<file path="src/rtl/nrzi_tx_pkg.sv">
// Shared constants and helpers for the NRZI transmit serializer.
// Assumes nothing beyond a single clock domain.
package nrzi_tx_pkg;
    localparam int unsigned DEF_WORD_W = 16;

    // One NRZI step: a data 1 keeps the level, a data 0 flips it
    function automatic logic nrzi_next(input logic prev_level, input logic data_bit);
        return ~(prev_level ^ data_bit);
    endfunction
endpackage

</file>
<file path="src/rtl/nrzi_sentinel_shifter.sv">
// Holds the data word plus a marker bit above it, and shifts out one data bit
// per advance. It signals that it needs a word when only the marker, or
// nothing, is left. Assumes word_data is valid whenever a refill happens.
module nrzi_sentinel_shifter #(
    parameter int unsigned WORD_W = 16
) (
    input  logic              clk,
    input  logic              rst_n,
    input  logic              advance,
    input  logic [WORD_W-1:0] word_data,
    output logic              need_word,
    output logic              data_bit
);
    localparam int unsigned SR_W = WORD_W + 1;

    logic [SR_W-1:0] shreg_q;
    logic [SR_W-1:0] cur_v;

    // Empty when every bit above bit 0 is clear (value 0 or 1)
    assign need_word = (shreg_q[SR_W-1:1] == '0);

    // Use a freshly loaded word (with its marker) or the current contents
    always_comb begin
        cur_v = need_word ? {1'b1, word_data} : shreg_q;
    end

    assign data_bit = cur_v[0];

    // Shift one bit out on each advance; cleared by reset
    always_ff @(posedge clk) begin
        if (!rst_n)       shreg_q <= '0;
        else if (advance) shreg_q <= cur_v >> 1;
    end
endmodule

</file>
<file path="src/rtl/nrzi_encoder.sv">
// Holds the running NRZI level and updates it once per advance.
// Assumes data_bit is valid in advance cycles.
module nrzi_encoder
    import nrzi_tx_pkg::*;
(
    input  logic clk,
    input  logic rst_n,
    input  logic advance,
    input  logic data_bit,
    output logic enc_q
);
    // Step the encoded level on each advance
    always_ff @(posedge clk) begin
        if (!rst_n)       enc_q <= 1'b0;
        else if (advance) enc_q <= nrzi_next(enc_q, data_bit);
    end
endmodule

</file>
<file path="src/rtl/nrzi_line_reg.sv">
// Output register: on each advance it takes the level encoded on the previous
// advance, so the line is one tick behind the encoder.
module nrzi_line_reg (
    input  logic clk,
    input  logic rst_n,
    input  logic advance,
    input  logic enc_in,
    output logic line_q
);
    // Present the previously encoded bit
    always_ff @(posedge clk) begin
        if (!rst_n)       line_q <= 1'b0;
        else if (advance) line_q <= enc_in;
    end
endmodule

</file>
<file path="src/rtl/nrzi_tx_serializer.sv">
// Top of the NRZI transmit serializer. It fetches WORD_W-bit words through a
// one-cycle request (data valid in the same cycle), sends them LSB first, and
// drives the line one tick after encoding. Assumes bit_tick is one cycle wide.
module nrzi_tx_serializer
    import nrzi_tx_pkg::*;
#(
    parameter int unsigned WORD_W = DEF_WORD_W
) (
    input  logic              clk,
    input  logic              rst_n,
    input  logic              bit_tick,
    input  logic              tx_en,
    input  logic [WORD_W-1:0] word_data,
    output logic              word_req,
    output logic              line_out
);
    logic advance;
    logic need_word;
    logic data_bit;
    logic enc_q;

    // A bit is sent only on an enabled tick
    assign advance  = bit_tick & tx_en;
    assign word_req = advance & need_word;

    nrzi_sentinel_shifter #(.WORD_W(WORD_W)) shifter_i (
        .clk       (clk),
        .rst_n     (rst_n),
        .advance   (advance),
        .word_data (word_data),
        .need_word (need_word),
        .data_bit  (data_bit)
    );

    nrzi_encoder encoder_i (
        .clk      (clk),
        .rst_n    (rst_n),
        .advance  (advance),
        .data_bit (data_bit),
        .enc_q    (enc_q)
    );

    nrzi_line_reg line_i (
        .clk     (clk),
        .rst_n   (rst_n),
        .advance (advance),
        .enc_in  (enc_q),
        .line_q  (line_out)
    );
endmodule

</file>
<file path="config.mk">
export PLATFORM = sky130hd
export DESIGN_NAME = nrzi_tx_serializer
export DESIGN_NICKNAME = d
export VERILOG_FILES = /design/src/rtl/nrzi_tx_pkg.sv /design/src/rtl/nrzi_sentinel_shifter.sv /design/src/rtl/nrzi_encoder.sv /design/src/rtl/nrzi_line_reg.sv /design/src/rtl/nrzi_tx_serializer.sv
export SDC_FILE = /design/constraint.sdc
export NUM_CORES = 1
export LEC_CHECK = 0
export BUFFER_PORTS_ARGS = -buffer_cell sky130_fd_sc_hd__buf_2
export CORE_MARGIN = 4
export CORE_UTILIZATION = 48
export CTS_CLUSTER_DIAMETER = 30
export DETAILED_ROUTE_END_ITERATION = 12
export PLACE_DENSITY_LB_ADDON = 0.15
export SLEW_MARGIN = 15
export SYNTH_ARGS = -nofsm -noshare
export SYNTH_HDL_FRONTEND = slang
export SYNTH_SLANG_ARGS = --single-unit
export TNS_END_PERCENT = 30
</file>
<file path="constraint.sdc">
create_clock -name clk -period 1.8 [get_ports clk]
set_clock_uncertainty 0.2 [all_clocks]
set_input_delay 0.36 -clock clk [delete_from_list [all_inputs] [get_ports clk]]
set_output_delay 0.36 -clock clk [all_outputs]
set_load 0.05 [all_outputs]
</file>
==> out/results.tsv <==
stage	metric	value	unit
cells_and_area	fill cell count	135	
detailed_routing	drt wl/cell	12.25	um
detailed_routing	Via density	5.269	
detailed_routing	drt first pass iters	3	
detailed_routing	via count	685	
grt	antenna violations before repair	0	
critical_path	slowest stage delay, CP	340	ps
detailed_routing	drt first-iter violations	7	
grt	grt ovf	0	
detailed_routing	final wirelength	1.592	mm
clocking	Clk Latency, worst-skew pair	290	ps
cells_and_area	area of the multi-input gates	376.6	um^2
floorplanning	initial core utilization	54.12	%
synthesis	Yosys reg bits	18	
timing	Slew Limit Fails	0	
synthesis	syn_nets	111	
synthesis	syn_area_per_cell	8.222	um^2
place	PortBufs	21	
timing	min Tclk post-route	2001	ps
cells_and_area	Ant. Diodes	0	
synthesis	Synth area leaders	dfxtp_1 (48%), a21oi_1 (20%), o21ai_0 (10%)	
floorplanning	chip width	47.48	um
timing	Hold WS	147.9	ps
synthesis	YS warnings	0	
synthesis	top-area cell type share of the netlist area	48.16	%
clocking	Max clock buf depth	2	
clocking	Num CTS Buffers	3	
floorplanning	IO Pins	22	
pwr	Max VDD drop	508.4	uV
synthesis	Synth Cell Area	748.2	um^2
critical_path	critical path class	flip-flop to output pin	
place	DP Cell Count	126	
detailed_routing	residual DRC count	0	
place	Final HPWL DP	1.115	mm
critical_path	Worst EP required	1240	ps
timing	Peak Freq	0.4996	GHz
critical_path	startpoint types	flip-flop	
clocking	CTS H-tree depth	1	
job	max_cap viols	0	
timing	worst slew pin tran	272.5	ps
synthesis	unique cell type count in the Yosys netlist	18	
cells_and_area	post-route insts no fill	130	
grt	GRT Util Overall	17.04	%
grt	first-pass GRT wire length	2.711	mm
clocking	clk slew on worst S/H paths	100	ps
critical_path	Arrival @ worst endpoint	1440	ps
clocking	CTS Root Buffer Type	clkbuf_4	
timing	period utilization	111.2	%
timing	# setup viols final	1	
critical_path	worst-path cell chain	nor4_2 > and4_4 > nand2_4 > clkinvlp_4 > buf_8	
status	run status	complete, but fails checks	
place	Placer Congestion	0.7245	
pwr	total power	0.8013	mW
cells_and_area	share of cells above drive strength 1	36.52	%
hold_path	Hold Crit Class	input pin to flip-flop	
clocking	Clock Sink Count	18	
place	dpl ws	-50.70	ps
timing	Setup TNS Final	-201.4	ps
timing	worst-case headroom to the max-slew limit	81.83	%
critical_path	slowest CP cell	dfxtp_2	
grt	pin count of the biggest net entering global routing	32	
timing	unrepaired setup endpoints after global routing	yes	
floorplanning	die area	2254	um^2
cells_and_area	area taken by flip-flops and latches	364.1	um^2
status	failing checks	setup timing	
timing	worst setup margin	-201.4	ps
cells_and_area	# nets final	137	
cells_and_area	synthesis-to-layout area growth	29.43	%
detailed_routing	DRT antenna net count	0	
synthesis	sequential-to-total area share from yosys stat	48.16	%
floorplanning	die height	47.48	um
critical_path	crit path max fanout	3	
clocking	CTS tree	built	
grt	vias in the first global route	662	
timing	final hold vios	0	
pwr	PD cells	827.4	nW/um^2
pwr	Leak	0.4086	nW
synthesis	Mapped Cells	91	
floorplanning	Core ar.	1383	um^2
synthesis	Yosys top cell by area	dfxtp_1	
floorplanning	Std-Cell Rows	13	
critical_path	CP Capture Type	output pin	
-- final cells by class --
cell class	count	share of cell area (%)
timing repair buffer	29	18.48
multi-input combinational	64	38.89
clock buffer	3	2.326
inverter	1	0.7752
tap	15	1.938
sequential	18	37.60
-- metrics by stage --
stage               area, um^2  util, %
floorplan                759.5        -
global placement         887.1    64.16
CTS                      954.7    69.05
global route             968.4    70.05
detailed placement       887.1    64.16
finish                   968.4    70.05
-- registers in the layout, indices dropped and copies added (netlist names) --
name,flops
encoder_i.enc_q,1
shifter_i.shreg_q,16
line_i.line_q,1
-- layer usage --
layer	routed length, um	up-vias	global-route usage, %
met5	0	-	0
met4	10	0	8.287
met3	67	2	3.383
met2	737	10	28.34
met1	777	297	20.87
li1	-	376	-
-- worst paths after layout --
| path | slack [ps] | start | depth (start not counted) | endpoint |
|---|---|---|---|---|
| worst max-delay path | -200 | shifter_i.shreg_q[15] | 5 | word_req |
| worst min-delay path | 150 | word_data[4] | 3 | shifter_i.shreg_q[3] |
| worst max register to register | 80 | shifter_i.shreg_q[15] | 5 | encoder_i.enc_q |
| worst min register to register | 270 | line_i.line_q | 2 | line_i.line_q |
-- Yosys cell counts --
master	count
buf_6	1
dfxtp_1	18
o21ai_0	15
mux2i_1	2
clkbuf_1	5
nand2b_1	1
and2_1	1
nor4_1	3
buf_8	1
buf_1	1
and4_1	1
nor3_1	1
nor2_1	2
a21boi_1	1
inv_1	1
nand2_1	6
a21boi_0	1
a21oi_1	30
-- repair_timing --
item	4_1_cts	5_1_grt
setup endpoints to repair	4	13
pin swaps	3	2
setup buffers	2	1
hold buffers	0	0
gates resized for setup	8	5
-- cell families (layout without fill, tap and decap cells) --
| family | count (synthesis) | count (layout) | synth area share [%] |
|---|---|---|---|
| buffers and inverters | 9 | 33 | 7.022 |
| AOI/OAI and AO/OA | 47 | 47 | 32.11 |
| and+or+nand+nor | 15 | 15 | 10.03 |
| muxes | 2 | 2 | 2.676 |
| DFF | 18 | 18 | 48.16 |
-- critical path: cells and delay by family, from the launching register on --
family        cells  cell delay [ps]
simple gates      3              610
flops             1              340
buf+inv           2              200
-- cells in the final DEF (no fill, tap or decap) --
| master | count |
|---|---|
| a21oi_1 | 30 |
| buf_2 | 20 |
| o21ai_0 | 15 |
| dfxtp_1 | 15 |
| buf_4 | 7 |
| nand2_1 | 5 |
| clkbuf_4 | 3 |
| dfxtp_2 | 3 |
| nor4_2 | 2 |
| nor2_1 | 2 |
| and2_1 | 1 |
| nor4_4 | 1 |
| nor3_1 | 1 |
| and4_4 | 1 |
| nand2_4 | 1 |
| clkinvlp_4 | 1 |
| a21boi_0 | 1 |
| nand2b_1 | 1 |
| mux2i_2 | 1 |
| mux2i_1 | 1 |
| a21boi_1 | 1 |
| buf_8 | 1 |
| buf_6 | 1 |
-- where the power goes --
part | switching, mW | total (mW) | internal, mW | leakage [nW]
clock network | 0.118 | 0.196 | 0.0776 | 0.0138
logic | 0.0769 | 0.158 | 0.0813 | 0.246
registers | 0.0219 | 0.447 | 0.425 | 0.149
total | 0.217 | 0.801 | 0.584 | 0.409
Note: power is estimated with default switching activity, not from simulation.
